[src/rtl/dac_fifo_pkg.sv]
package dac_fifo_pkg;
  localparam logic [1:0] ADDR_CTRL = 2'd0;
  localparam logic [1:0] ADDR_STAT = 2'd1;
  localparam logic [1:0] ADDR_DATA = 2'd2;
  localparam logic [1:0] ADDR_PTR  = 2'd3;
  localparam int WM_W = 9;

  localparam int B_EN     = 0;
  localparam int B_MODE   = 1;
  localparam int B_TSEL   = 3;
  localparam int B_SWTRG  = 4;
  localparam int B_FRST   = 5;
  localparam int B_SRST   = 6;
  localparam int B_DMA    = 7;
  localparam int B_IE     = 8;
  localparam int B_WM     = 16;

  typedef enum logic [1:0] {
    MODE_BYPASS = 2'd0,
    MODE_NORMAL = 2'd1,
    MODE_SWING  = 2'd2,
    MODE_RSVD   = 2'd3
  } fifo_mode_e;

  typedef struct packed {
    logic [WM_W-1:0] wm;
    logic [3:0]      ie;
    logic            dma_en;
    logic            trig_sw;
    fifo_mode_e      mode;
    logic            conv_en;
  } ctrl_t;
endpackage

[src/rtl/dac_fifo_regs.sv]
module dac_fifo_regs
  import dac_fifo_pkg::*;
(
  input  logic        clk,
  input  logic        rst_n,
  input  logic        reg_we,
  input  logic [1:0]  reg_addr,
  input  logic [31:0] reg_wdata,
  output ctrl_t       ctrl,
  output logic        sw_trig_pend,
  output logic        fifo_rst_cmd,
  output logic        soft_rst_cmd,
  output logic        data_push,
  output logic        clr_ovf,
  output logic        clr_udf
);
  ctrl_t ctrl_q, ctrl_d;
  logic  swp_q, swp_d;
  logic  ctrl_we, stat_we;
  logic  unused_wdata;

  assign ctrl_we      = reg_we && (reg_addr == ADDR_CTRL);
  assign stat_we      = reg_we && (reg_addr == ADDR_STAT);
  assign data_push    = reg_we && (reg_addr == ADDR_DATA);
  assign soft_rst_cmd = ctrl_we && reg_wdata[B_SRST];
  assign fifo_rst_cmd = ctrl_we && reg_wdata[B_FRST] && !ctrl_q.conv_en && !soft_rst_cmd;
  assign clr_ovf      = stat_we && reg_wdata[0];
  assign clr_udf      = stat_we && reg_wdata[1];
  assign unused_wdata = ^{reg_wdata[31:25], reg_wdata[15:12]};

  always_comb begin
    ctrl_d = ctrl_q;
    swp_d  = 1'b0;
    if (soft_rst_cmd) begin
      ctrl_d = '0;
    end else if (ctrl_we) begin
      ctrl_d.conv_en = reg_wdata[B_EN];
      ctrl_d.mode    = fifo_mode_e'(reg_wdata[B_MODE +: 2]);
      ctrl_d.trig_sw = reg_wdata[B_TSEL];
      ctrl_d.dma_en  = reg_wdata[B_DMA];
      ctrl_d.ie      = reg_wdata[B_IE +: 4];
      ctrl_d.wm      = reg_wdata[B_WM +: WM_W];
      swp_d          = reg_wdata[B_SWTRG];
    end
  end

  always_ff @(posedge clk or negedge rst_n) begin
    if (!rst_n) begin
      ctrl_q <= '0;
      swp_q  <= 1'b0;
    end else begin
      ctrl_q <= ctrl_d;
      swp_q  <= swp_d;
    end
  end

  assign ctrl         = ctrl_q;
  assign sw_trig_pend = swp_q;
endmodule

[src/rtl/dac_trig_sync.sv]
module dac_trig_sync #(
  parameter int STAGES = 2
) (
  input  logic clk,
  input  logic rst_n,
  input  logic clr,
  input  logic trig_async,
  output logic trig_rise
);
  logic [STAGES-1:0] sync_q, sync_d;
  logic              prev_q, prev_d;

  always_comb begin
    sync_d = {sync_q[STAGES-2:0], trig_async};
    prev_d = sync_q[STAGES-1];
    if (clr) begin
      sync_d = '0;
      prev_d = 1'b0;
    end
  end

  always_ff @(posedge clk or negedge rst_n) begin
    if (!rst_n) begin
      sync_q <= '0;
      prev_q <= 1'b0;
    end else begin
      sync_q <= sync_d;
      prev_q <= prev_d;
    end
  end

  assign trig_rise = sync_q[STAGES-1] && !prev_q;
endmodule

[src/rtl/dac_fifo_core.sv]
module dac_fifo_core
  import dac_fifo_pkg::*;
#(
  parameter int DEPTH_CODE = 2,
  parameter int DW         = 12,
  localparam int AW        = DEPTH_CODE + 1,
  localparam int DEPTH     = 1 << AW,
  localparam int PW        = AW + 1
) (
  input  logic          clk,
  input  logic          rst_n,
  input  logic          clr,
  input  logic          ptr_clr,
  input  fifo_mode_e    mode,
  input  logic          push,
  input  logic [DW-1:0] push_data,
  input  logic          trig,
  output logic [PW-1:0] wr_ptr,
  output logic [PW-1:0] rd_ptr,
  output logic [PW-1:0] occupancy,
  output logic [DW-1:0] sample,
  output logic          ovf_evt,
  output logic          udf_evt
);
  logic [DW-1:0] mem [DEPTH];
  logic [PW-1:0] wr_q, wr_d, rd_q, rd_d;
  logic          dir_q, dir_d;
  logic [DW-1:0] out_q, out_d;
  logic          mem_we, is_fifo, full, low, swing_back;

  assign occupancy  = wr_q - rd_q;
  assign full       = (occupancy == PW'(DEPTH));
  assign low        = (occupancy <= PW'(1));
  assign is_fifo    = (mode == MODE_NORMAL) || (mode == MODE_SWING);
  assign swing_back = (mode == MODE_SWING) && dir_q && !full;

  always_comb begin
    wr_d    = wr_q;
    rd_d    = rd_q;
    dir_d   = dir_q;
    mem_we  = 1'b0;
    ovf_evt = 1'b0;
    udf_evt = 1'b0;
    if (is_fifo && push) begin
      if (full) begin
        ovf_evt = 1'b1;
      end else begin
        mem_we = 1'b1;
        wr_d   = wr_q + PW'(1);
      end
    end
    if (is_fifo && trig) begin
      if (swing_back) begin
        rd_d = rd_q - PW'(1);
        if (occupancy == PW'(DEPTH - 1)) dir_d = 1'b0;
      end else if (low) begin
        udf_evt = 1'b1;
      end else begin
        rd_d = rd_q + PW'(1);
        if (mode == MODE_SWING) dir_d = (occupancy == PW'(2));
      end
    end
    if (clr || ptr_clr) begin
      wr_d  = '0;
      rd_d  = '0;
      dir_d = 1'b0;
    end
  end

  always_comb begin
    out_d = out_q;
    if (!is_fifo && push) out_d = push_data;
    else if (is_fifo && (occupancy != '0)) out_d = mem[rd_q[AW-1:0]];
    if (clr) out_d = '0;
  end

  always_ff @(posedge clk) begin
    if (mem_we) mem[wr_q[AW-1:0]] <= push_data;
  end

  always_ff @(posedge clk or negedge rst_n) begin
    if (!rst_n) begin
      wr_q  <= '0;
      rd_q  <= '0;
      dir_q <= 1'b0;
      out_q <= '0;
    end else begin
      wr_q  <= wr_d;
      rd_q  <= rd_d;
      dir_q <= dir_d;
      out_q <= out_d;
    end
  end

  assign wr_ptr = wr_q;
  assign rd_ptr = rd_q;
  assign sample = out_q;
endmodule

[src/rtl/dac_fifo_status.sv]
module dac_fifo_status
  import dac_fifo_pkg::*;
#(
  parameter int PW    = 4,
  parameter int DEPTH = 8
) (
  input  logic            clk,
  input  logic            rst_n,
  input  logic            clr,
  input  logic            ovf_evt,
  input  logic            udf_evt,
  input  logic            clr_ovf,
  input  logic            clr_udf,
  input  logic [PW-1:0]   occupancy,
  input  logic [WM_W-1:0] wm,
  input  logic [3:0]      ie,
  input  logic            dma_en,
  output logic            ovf_f,
  output logic            udf_f,
  output logic            wm_f,
  output logic            ne_f,
  output logic            full_f,
  output logic            irq,
  output logic            dma_req
);
  logic ovf_q, ovf_d, udf_q, udf_d, req;

  always_comb begin
    ovf_d = ovf_evt || (ovf_q && !clr_ovf);
    udf_d = udf_evt || (udf_q && !clr_udf);
    if (clr) begin
      ovf_d = 1'b0;
      udf_d = 1'b0;
    end
  end

  always_ff @(posedge clk or negedge rst_n) begin
    if (!rst_n) begin
      ovf_q <= 1'b0;
      udf_q <= 1'b0;
    end else begin
      ovf_q <= ovf_d;
      udf_q <= udf_d;
    end
  end

  assign ovf_f   = ovf_q;
  assign udf_f   = udf_q;
  assign wm_f    = (WM_W'(occupancy) < wm);
  assign ne_f    = (occupancy == PW'(1));
  assign full_f  = (occupancy == PW'(DEPTH));
  assign req     = (ie[0] && (ovf_q || udf_q)) || (ie[1] && wm_f) ||
                   (ie[2] && ne_f) || (ie[3] && full_f);
  assign irq     = req && !dma_en;
  assign dma_req = req && dma_en;
endmodule

[src/rtl/dac_fifo_seq.sv]
module dac_fifo_seq
  import dac_fifo_pkg::*;
#(
  parameter int DEPTH_CODE = 2,
  parameter int DW         = 12
) (
  input  logic          clk,
  input  logic          rst_n,
  input  logic          reg_we,
  input  logic [1:0]    reg_addr,
  input  logic [31:0]   reg_wdata,
  output logic [31:0]   reg_rdata,
  input  logic          hw_trig,
  output logic [DW-1:0] sample_out,
  output logic          irq,
  output logic          dma_req
);
  localparam int AW    = DEPTH_CODE + 1;
  localparam int DEPTH = 1 << AW;
  localparam int PW    = AW + 1;

  ctrl_t         ctrl;
  logic          sw_pend, fifo_rst_cmd, soft_rst_cmd, data_push, clr_ovf, clr_udf;
  logic          hw_rise, trig_eff, is_fifo;
  logic [PW-1:0] wr_ptr, rd_ptr, occupancy;
  logic          ovf_evt, udf_evt, ovf_f, udf_f, wm_f, ne_f, full_f;
  logic [31:0]   ctrl_word, stat_word, ptr_word;
  logic          unused_ptr;

  dac_fifo_regs u_regs (
    .clk(clk), .rst_n(rst_n), .reg_we(reg_we), .reg_addr(reg_addr),
    .reg_wdata(reg_wdata), .ctrl(ctrl), .sw_trig_pend(sw_pend),
    .fifo_rst_cmd(fifo_rst_cmd), .soft_rst_cmd(soft_rst_cmd),
    .data_push(data_push), .clr_ovf(clr_ovf), .clr_udf(clr_udf)
  );

  dac_trig_sync #(.STAGES(2)) u_sync (
    .clk(clk), .rst_n(rst_n), .clr(soft_rst_cmd),
    .trig_async(hw_trig), .trig_rise(hw_rise)
  );

  assign is_fifo  = (ctrl.mode == MODE_NORMAL) || (ctrl.mode == MODE_SWING);
  assign trig_eff = ctrl.conv_en && is_fifo && (ctrl.trig_sw ? sw_pend : hw_rise);

  dac_fifo_core #(.DEPTH_CODE(DEPTH_CODE), .DW(DW)) u_core (
    .clk(clk), .rst_n(rst_n), .clr(soft_rst_cmd), .ptr_clr(fifo_rst_cmd),
    .mode(ctrl.mode), .push(data_push), .push_data(reg_wdata[DW-1:0]),
    .trig(trig_eff), .wr_ptr(wr_ptr), .rd_ptr(rd_ptr), .occupancy(occupancy),
    .sample(sample_out), .ovf_evt(ovf_evt), .udf_evt(udf_evt)
  );

  dac_fifo_status #(.PW(PW), .DEPTH(DEPTH)) u_stat (
    .clk(clk), .rst_n(rst_n), .clr(soft_rst_cmd), .ovf_evt(ovf_evt),
    .udf_evt(udf_evt), .clr_ovf(clr_ovf), .clr_udf(clr_udf),
    .occupancy(occupancy), .wm(ctrl.wm), .ie(ctrl.ie), .dma_en(ctrl.dma_en),
    .ovf_f(ovf_f), .udf_f(udf_f), .wm_f(wm_f), .ne_f(ne_f), .full_f(full_f),
    .irq(irq), .dma_req(dma_req)
  );

  assign unused_ptr = ^{wr_ptr[PW-1], rd_ptr[PW-1]};

  always_comb begin
    ctrl_word              = '0;
    ctrl_word[B_EN]        = ctrl.conv_en;
    ctrl_word[B_MODE +: 2] = ctrl.mode;
    ctrl_word[B_TSEL]      = ctrl.trig_sw;
    ctrl_word[B_DMA]       = ctrl.dma_en;
    ctrl_word[B_IE +: 4]   = ctrl.ie;
    ctrl_word[B_WM +: WM_W] = ctrl.wm;
    stat_word              = {27'd0, full_f, ne_f, wm_f, udf_f, ovf_f};
    ptr_word               = '0;
    ptr_word[0 +: AW]      = rd_ptr[AW-1:0];
    ptr_word[16 +: AW]     = wr_ptr[AW-1:0];
  end

  always_comb begin
    case (reg_addr)
      ADDR_CTRL: reg_rdata = ctrl_word;
      ADDR_STAT: reg_rdata = stat_word;
      ADDR_PTR:  reg_rdata = ptr_word;
      default:   reg_rdata = '0;
    endcase
  end
endmodule

[config.mk]
export PLATFORM = sky130hd
export DESIGN_NAME = dac_fifo_seq
export DESIGN_NICKNAME = d
export VERILOG_FILES = /design/src/rtl/dac_fifo_pkg.sv /design/src/rtl/dac_fifo_regs.sv /design/src/rtl/dac_trig_sync.sv /design/src/rtl/dac_fifo_core.sv /design/src/rtl/dac_fifo_status.sv /design/src/rtl/dac_fifo_seq.sv
export SDC_FILE = /design/constraint.sdc
export NUM_CORES = 1
export LEC_CHECK = 0
export BUFFER_PORTS_ARGS = -buffer_cell sky130_fd_sc_hd__buf_2
export CORE_UTILIZATION = 52
export DETAILED_ROUTE_END_ITERATION = 12
export HOLD_SLACK_MARGIN = 0.08
export PLACE_DENSITY_LB_ADDON = 0.3
export SETUP_SLACK_MARGIN = 0.02
export SYNTH_ARGS = -nofsm -noshare
export SYNTH_HDL_FRONTEND = slang
export SYNTH_SLANG_ARGS = --single-unit
[constraint.sdc]
create_clock -name clk -period 4.4 [get_ports clk]
set_input_delay 0.88 -clock clk [delete_from_list [all_inputs] [get_ports clk]]
set_output_delay 0.88 -clock clk [all_outputs]
set_load 0.02 [all_outputs]
==> metrics.yaml <==
clocking:
  path_clk_slew_ns: 0.06
  cts.sinks: 141
  clockBufferDepth: 2
  hold_buffers: 0
  worstSkewPairLatency_ns: 0.42
  root_buffer: "clkbuf_16"
  cts_tree: "yes"
  numCtsBuffers: 17
  h-tree-depth: 4
critical_path:
  endpoint_kind: "output pin"
  slowest_stage: "fa_2"
  cp_cell_sequence: "inv_1 > ha_1 > inv_1 > fa_2 > ha_1 > a21bo_2 > a31oi_2 > o21ai_0 > a2111oi_1 > o31ai_1 > buf_2"
  reg2reg_to: "u_core.rd_ptr[3]"
  r2r-start: "u_core.wr_ptr[0]"
  critical_path_class: "reg -> out"
  critPathBufInv: 3
  critPathTopFamily: "compound AO/OA/AOI/OAI gates"
  critPathRequiredTime_ns: 3.52
  crit_fanout: 6
  cpPeakStageDelay_ns: 0.48
  reg2regPathDepth: 14
  rrSetupSlack_ns: 0.67
  startpoint_type: "flop"
  cp.arrival_ns: 3.30
timing:
  timing.slew.headroom_pct: 34.4
  rsz0062_at_grt: "no"
  tightestPinTransition_ns: 0.980
  setup_ws_ns: 0.217
  final.setup_skew_ns: 0.00530
  timing.final.hold_violations: 0
  min_period_ns: 4.18
  max_freq_ghz: 0.239
  finalMaxSlewViolations: 0
  period_share_pct: 95.1
  timing.hold.ws_ns: 0.463
  setup-tns-final_ns: 0
  setup_viol: 0
layout:
  fin_cells: 742
  drive_above_1_share_pct: 26.1
  area_growth_pct: 17.1
  multi_input_area_mm2: 0.00229
  nFillCells: 887
  ff_latch_area_mm2: 0.00401
  nNetsFinal: 610
  diodes: 0
  fin_util_pct: 62.8
floorplanning:
  rows: 40
  ios: 84
  fp.dieH_um: 114
  start_util_pct: 53.6
  die_w_um: 114
  die_area_mm2: 0.0129
  coreArea_mm2: 0.0121
pwr:
  p_seq_share_pct: 38.4
  p_sw_w: 0.00137
  power_leakage_nw: 2.95
  ir_worst_vdd_uv: 461
  pwr-share-comb_pct: 29.3
  internal_power_w: 0.00285
  powerDensity_mw_per_mm2: 558
  switching_share_pct: 32.5
  p_clk_share_pct: 32.4
drt:
  drt_iter0_drc: 352
  routed_wl_um: 14700
  routed_via_density: 5.73
  num_vias: 4253
  routedWlPerCell_um: 19.9
  antenna_left: 0
  drc: 0
  drt_pass1_iterations: 5
place:
  dp_worst_setup_slack_ns: 0.353
  port_buffers: 59
  place_hpwl_um: 9240
  gp_congestion: 0.949
  dp_cells: 707
min_path:
  hold_path.class: "reg -> reg"
  worstHoldStart: "u_sync.sync_q[0]"
  min_to: "u_sync.sync_q[1]"
  holdPathStages: 1
global_routing:
  grt_pass1_wl_um: 22400
  grt_max_degree: 46
  gr-total-overflow: 0
  antenna_found_initial: 0
  grt_pass1_vias: 4127
  grt_usage_pct: 24.5
synth:
  ys_seq_area_share_pct: 62.0
  syn_area_mm2: 0.00647
  ys_warn_count: 0
  synth.avg_cell_area_um2: 13.1
  synth_top_area_cell: "edfxtp_1"
  synthArstFlopShare_pct: 31.9
  syn_inst: 493
  synth_edf_count: 96
  synth.distinct_cells: 55
  synth_seq_cells: 141
  synthTopCellsByArea: "edfxtp_1, dfrtp_1, mux4_2, nand2_1, o21ai_0"
  synthFlopType: "edfxtp_1"
  synth_commonest_cells: "edfxtp_1, nand2_1, dfrtp_1"
  synth_top_area_share_pct: 44.6
  yosysMostFrequentCell: "edfxtp_1"
run:
  drv_cap: 0
outcome:
  status: "completed"
[repair_timing]
item / CTS / global route
pin swaps: 0 / 1
buffers inserted: 0 / 3
gates resized for setup: 2 / 5
setup endpoints to repair: 3 / 3
[power groups by stage]
stage	clock network [W]	logic [W]	registers (W)
2_1_floorplan	0	0.000802	0.00169
3_3_place_gp	0	0.00115	0.00164
3_5_place_dp	0	0.00118	0.00165
4_1_cts	0.00139	0.00119	0.00163
5_1_grt	0.00145	0.00134	0.00164
6_report	0.00137	0.00124	0.00162
[how the worst max path moves through the flow]
stage	start	end	cells after the start
2_1_floorplan	u_core.rd_ptr[1]	u_core.mem[2][0]	10
3_3_place_gp	u_core.wr_ptr[0]	reg_rdata[2]	11
3_5_place_dp	u_core.wr_ptr[0]	reg_rdata[2]	11
4_1_cts	u_core.wr_ptr[0]	reg_rdata[2]	11
5_1_grt	u_core.wr_ptr[2]	dma_req	12
6_report	u_core.wr_ptr[0]	reg_rdata[2]	11
[cells in the final DEF (no fill, tap or decap), types with 17 or more instances in the layout]
master	Yosys	routed
clkbuf_16	0	17
mux4_2	24	24
nor3_1	25	22
buf_4	15	18
buf_2	5	59
nand2_1	55	55
inv_1	17	17
dfrtp_1	45	41
o21ai_0	30	30
nor2_1	19	19
nand2b_1	21	21
edfxtp_1	96	96
[flip-flops by register name, summed over array words and instances, names as in the netlist]
register,count
u_core.dir_q,1
u_core.mem,96
u_core.rd_ptr,4
u_core.sample,12
u_core.wr_ptr,4
u_regs.ctrl,18
u_regs.sw_trig_pend,1
u_stat.ovf_f,1
u_stat.udf_f,1
u_sync.prev_q,1
u_sync.sync_q,2
[layer usage]
| metal | vias up | global-route usage [%] | routed length, um |
|---|---|---|---|
| met5 | - | 0 | 0 |
| met4 | 0 | 8.68 | 309 |
| met3 | 25 | 6.96 | 982 |
| met2 | 172 | 38.7 | 7270 |
| met1 | 2131 | 32.6 | 6180 |
| li1 | 1925 | - | - |
[area by class of cell]
| cell class | count | area share, % |
|---|---|---|
| clock buffers | 18 | 5.66 |
| clock inverters | 14 | 1.88 |
| inverters | 17 | 0.842 |
| multi-input cells | 307 | 30.2 |
| flip-flops and latches | 141 | 53.0 |
| well taps | 168 | 2.77 |
| repair buffers | 77 | 5.68 |
[through the flow]
step | area (um2) | total power [W]
finish | 7580 | 0.00422
global route | 7580 | 0.00442
detailed placement | 6960 | 0.00283
floorplan | 6510 | 0.00249
CTS | 7540 | 0.00421
global placement | 6960 | 0.00279
[logic make-up after synthesis]
kind of cell / synth area share [%]
AND/OR/NAND/NOR: 13.6
adder cells (fa/ha/maj): 2.36
XOR/XNOR: 0.948
flip-flops: 62.0
AO/OA/AOI/OAI: 7.00
other: 0.0580
multiplexers: 9.75
buffers and inverters: 4.28
(Power assumes the default switching activity.)
